===== src/rtl/ldst_pkg.sv =====
package ldst_pkg;
  localparam int DATA_W = 32;
  localparam int LANES  = DATA_W / 8;
  localparam int OFF_W  = $clog2(LANES);

  typedef enum logic [1:0] {
    WID_BYTE = 2'b00,
    WID_HALF = 2'b01,
    WID_WORD = 2'b10,
    WID_WRD2 = 2'b11
  } accWidth_e;

  typedef struct packed {
    logic stall;
    logic storeEn;
    logic loadEn;
  } ctrlStrb_t;
endpackage


===== src/rtl/ldst_ctrl.sv =====
module ldst_ctrl
  import ldst_pkg::*;
(
  input  logic      clk,
  input  logic      rst,
  input  logic      coreReq,
  input  logic      coreWe,
  output ctrlStrb_t strb,
  output logic      stallHeld
);
  logic stallNow;

  assign stallNow = coreReq & ~stallHeld & ~rst;

  always_ff @(posedge clk) begin
    if (rst) stallHeld <= 1'b0;
    else     stallHeld <= stallNow;
  end

  always_comb begin
    strb.stall   = stallNow;
    strb.storeEn = coreReq & coreWe & ~rst;
    strb.loadEn  = coreReq & ~coreWe & ~rst;
  end
endmodule


===== src/rtl/ldst_datapath.sv =====
module ldst_datapath
  import ldst_pkg::*;
#(
  parameter int ADDR_W = 32
) (
  input  ctrlStrb_t           strb,
  input  logic [2:0]          coreSize,
  input  logic [ADDR_W-1:0]   coreAddr,
  input  logic [DATA_W-1:0]   coreWdata,
  input  logic [DATA_W-1:0]   memRdata,
  output logic [LANES-1:0]    memBe,
  output logic [DATA_W-1:0]   memWdata,
  output logic [DATA_W-1:0]   coreRdata
);
  accWidth_e           width;
  logic [OFF_W-1:0]    offset;
  logic                zeroExt;
  logic [7:0]          pickByte;
  logic [15:0]         pickHalf;

  assign width   = accWidth_e'(coreSize[1:0]);
  assign offset  = coreAddr[OFF_W-1:0];
  assign zeroExt = coreSize[2];

  for (genvar lane = 0; lane < LANES; lane++) begin : g_lane
    logic laneHit;
    always_comb begin
      case (width)
        WID_BYTE: laneHit = (offset == OFF_W'(lane));
        WID_HALF: laneHit = (offset[OFF_W-1] == lane[OFF_W-1]);
        default:  laneHit = 1'b1;
      endcase
    end
    assign memBe[lane] = strb.storeEn & laneHit;

    always_comb begin
      case (width)
        WID_BYTE: memWdata[8*lane +: 8] = coreWdata[7:0];
        WID_HALF: memWdata[8*lane +: 8] = coreWdata[8*(lane % 2) +: 8];
        default:  memWdata[8*lane +: 8] = coreWdata[8*lane +: 8];
      endcase
    end
  end

  assign pickByte = memRdata[8*offset +: 8];
  assign pickHalf = memRdata[16*offset[OFF_W-1] +: 16];

  always_comb begin
    coreRdata = '0;
    if (strb.loadEn) begin
      case (width)
        WID_BYTE: coreRdata = {{(DATA_W-8){pickByte[7] & ~zeroExt}}, pickByte};
        WID_HALF: coreRdata = {{(DATA_W-16){pickHalf[15] & ~zeroExt}}, pickHalf};
        default:  coreRdata = memRdata;
      endcase
    end
  end
endmodule


===== src/rtl/ldst_unit.sv =====
module ldst_unit
  import ldst_pkg::*;
#(
  parameter int ADDR_W = 32
) (
  input  logic              clk,
  input  logic              rst,
  input  logic              coreReq,
  input  logic              coreWe,
  input  logic [2:0]        coreSize,
  input  logic [ADDR_W-1:0] coreAddr,
  input  logic [31:0]       coreWdata,
  output logic [31:0]       coreRdata,
  output logic              coreStall,
  output logic              memReq,
  output logic              memWe,
  output logic [3:0]        memBe,
  output logic [ADDR_W-1:0] memAddr,
  output logic [31:0]       memWdata,
  input  logic [31:0]       memRdata
);
  ctrlStrb_t strb;
  logic      stallHeld;

  ldst_ctrl u_ctrl (
    .clk       (clk),
    .rst       (rst),
    .coreReq   (coreReq),
    .coreWe    (coreWe),
    .strb      (strb),
    .stallHeld (stallHeld)
  );

  ldst_datapath #(.ADDR_W(ADDR_W)) u_dp (
    .strb      (strb),
    .coreSize  (coreSize),
    .coreAddr  (coreAddr),
    .coreWdata (coreWdata),
    .memRdata  (memRdata),
    .memBe     (memBe),
    .memWdata  (memWdata),
    .coreRdata (coreRdata)
  );

  assign coreStall = strb.stall;
  assign memReq    = coreReq;
  assign memWe     = coreWe;
  assign memAddr   = coreAddr;
endmodule


===== config.mk =====
export PLATFORM = sky130hd
export DESIGN_NAME = ldst_unit
export DESIGN_NICKNAME = d
export VERILOG_FILES = /design/src/rtl/ldst_pkg.sv /design/src/rtl/ldst_ctrl.sv /design/src/rtl/ldst_datapath.sv /design/src/rtl/ldst_unit.sv
export SDC_FILE = /design/constraint.sdc
export NUM_CORES = 1
export LEC_CHECK = 0
export CORE_AREA = 2 2 80 82
export CTS_BUF_LIST = sky130_fd_sc_hd__clkbuf_4 sky130_fd_sc_hd__clkbuf_8
export DETAILED_ROUTE_END_ITERATION = 8
export DIE_AREA = 0 0 82 84
export GPL_ROUTABILITY_DRIVEN = 1
export PLACE_DENSITY = 0.87
export SLEW_MARGIN = 30
export SYNTH_ARGS = -nofsm -noshare
export SYNTH_HDL_FRONTEND = slang
export SYNTH_HIERARCHICAL = 1
export SYNTH_SLANG_ARGS = --single-unit

===== constraint.sdc =====
create_clock -name clk -period 3.3 [get_ports clk]
set_input_delay 0.33 -clock clk [delete_from_list [all_inputs] [get_ports clk]]
set_output_delay 0.33 -clock clk [all_outputs]
set_load 0.03 [all_outputs]

==> impl_metrics.json <==
{
  "yosysUniqueCellTypes": 33,
  "setup-violations-final": 0,
  "whs_path_depth": 1,
  "num_io_pins": 206,
  "skew_ns": 0,
  "tightestPinTransition_ns": 0.5944,
  "place.gp.congestion": 0.8018,
  "synth_fp_nets": 315,
  "rr_worst_depth": 1,
  "synth_area_per_cell_um2": 7.035,
  "rows": 29,
  "grt.total_usage_pct": 16.02,
  "outcome": "completed",
  "worst_setup_path_end_kind": "primary output",
  "overflow": 0,
  "start_kind": "input port",
  "ys_seq_area_share_pct": 1.342,
  "synth_edf_count": 0,
  "grt_pass1_wl_um": 9011,
  "antenna_found_initial": 0,
  "num_vias": 1895,
  "clk_latency_ns": 0,
  "drt_iter0_drc": 78,
  "ys_warn_count": 6,
  "diodes": 0,
  "p_per_area_nw_per_um2": 154.6,
  "top_register": "u_ctrl/stallHeld",
  "synthesis.area_um2": 1491,
  "min_to": "u_ctrl/stallHeld$_SDFF_PP0_",
  "crit_fanout": 8,
  "synth_top_area_cell": "buf_4",
  "layout-drive-gt1-share_pct": 19.68,
  "io_buffers": 145,
  "arrival_ns": 2.60,
  "r2r_slack_ns": 2.77,
  "synthFlopType": "dfxtp_1",
  "grt_max_degree": 27,
  "synth_area_leaders": "buf_4 22%, mux2_2 19%, nand2_1 10%",
  "hold_viol": 0,
  "synth_top_area_share_pct": 22.15,
  "ant_nets": 0,
  "holdBufCountCts": 0,
  "finalCritPeriodShare_pct": 88.65,
  "nNetsFinal": 415,
  "largest_reg_flops": 1,
  "max_freq_mhz": 341.8,
  "ys_async_sr_fraction_pct": 0,
  "post-cts-setup-buffer-count": 0,
  "path_clk_slew_ns": 0,
  "die_y_um": 84,
  "ir_drop_mv": 0.08078,
  "fin_crit_ns": 2.925,
  "dp_hpwl_um": 5022,
  "routed_wl_um": 6042,
  "reg_top3": "u_ctrl/stallHeld x1",
  "slew_headroom_pct": 60.33,
  "whs_ns": 0.4198,
  "area_growth_pct": 83.47,
  "rsz0062_at_grt": "no",
  "drc_errors": 0,
  "synthesis.instances": 212,
  "drv_cap": 0,
  "synth_commonest_cells": "44 x buf_4, 40 x nand2_1, 25 x mux2_2, 12 x o21ai_0, 10 x mux2i_1",
  "yosysMostFrequentCell": "buf_4",
  "die_w_um": 82,
  "via_per_inst": 4.897,
  "slew_viol_final": 0,
  "hold_start": "u_ctrl/stallHeld$_SDFF_PP0_",
  "grt_pass1_vias": 1876,
  "routedWlPerCell_um": 15.61,
  "cts_resized": 0,
  "tns_ns": 0,
  "r2r-start": "u_ctrl/stallHeld$_SDFF_PP0_",
  "die-area_um2": 6888,
  "dr.pass1.iters": 6,
  "r2r-end": "u_ctrl/stallHeld$_SDFF_PP0_",
  "hold_path_class": "reg2reg",
  "p_leak_uw": 0.001145,
  "worstPathRequired_ns": 2.97,
  "critPathKind": "in2out",
  "synth_seq_cells": 1,
  "core_area_um2": 6096,
  "start_util_pct": 24.47
}
## metrics by stage
stage / setup WS (ns) / cells / total power [uW] / util, % / area [um^2]
floorplan: 1.051 / 212 / 290.5 / - / 1491
global placement: 0.3890 / 387 / 419.7 / 44.89 / 2736
detailed placement: 0.3673 / 387 / 423.4 / 44.89 / 2736
CTS: 0.3646 / 387 / 425.6 / 44.89 / 2736
global route: 0.2439 / 387 / 448.1 / 44.89 / 2736
finish: 0.3747 / 387 / 423.1 / 44.89 / 2736
## routing by layer
layer,part of all wire (%),up-vias,global-route usage (%)
li1,-,909,-
met1,39,866,18.47
met2,49,108,30.08
met3,11,12,3.680
met4,0.99,0,1.667
met5,0,-,0
## logic make-up after synthesis
| group | count (synthesis) | share of synthesized area [%] |
|---|---|---|
| AO/OA/AOI/OAI | 47 | 24.33 |
| buffers and inverters | 61 | 27.18 |
| flip-flops | 1 | 1.342 |
| multiplexers | 35 | 25.59 |
| AND/OR/NAND/NOR | 68 | 21.56 |
## cells in the final DEF, fill, tap and decap left out
master             n
o21ai_1            1
and3b_1            1
and2_1             4
o21a_1             1
nor2_2             1
o21ai_0           12
mux2_2            25
nand2_1           40
nand2b_1           1
nor3b_2            1
a21oi_1            1
a21boi_1           7
buf_12             4
a22o_1             7
nor2_1             5
o22ai_1            1
mux2i_1           10
a21boi_0           1
dfxtp_1            1
inv_1              1
nor3b_1            2
clkinv_1           1
clkdlybuf4s50_1  125
nor2b_1            9
or4_4              1
and3_1             1
o311ai_4           1
a222oi_1           7
buf_4             28
nor3_1             2
a22oi_1            7
a221oi_1           1
## worst max-delay path by stage
stage                startpoint       endpoint  slack, ns
finish              coreAddr[1]  coreRdata[30]       0.37
CTS                 coreAddr[1]  coreRdata[28]       0.36
detailed placement  coreAddr[1]  coreRdata[28]       0.37
global placement    coreAddr[1]  coreRdata[25]       0.39
global route        coreAddr[1]  coreRdata[16]       0.24
floorplan                   rst  coreRdata[21]       1.05
## final cells by class
| type | count | area (um^2) |
|---|---|---|
| inverters | 2 | 7.507 |
| repair buffers | 157 | 1541 |
| flip-flops and latches | 1 | 20.02 |
| well taps | 77 | 96.34 |
| multi-input cells | 150 | 1071 |
| fillers | 623 | 3359 |
## worst max-delay path: stages
cell	delay (ns)
clkdlybuf4s50_1	0.59
mux2_2	0.36
and3_1	0.22
o311ai_4	0.24
buf_4	0.20
nand2_1	0.06
clkdlybuf4s50_1	0.59
## where the power goes
part,leakage (uW),switching (uW),total (uW),internal (uW)
clock network,0,0,0,0
registers,0.00000829,0.372,13.4,13.0
logic,0.00114,200,410,209
(Power assumes the default switching activity.)
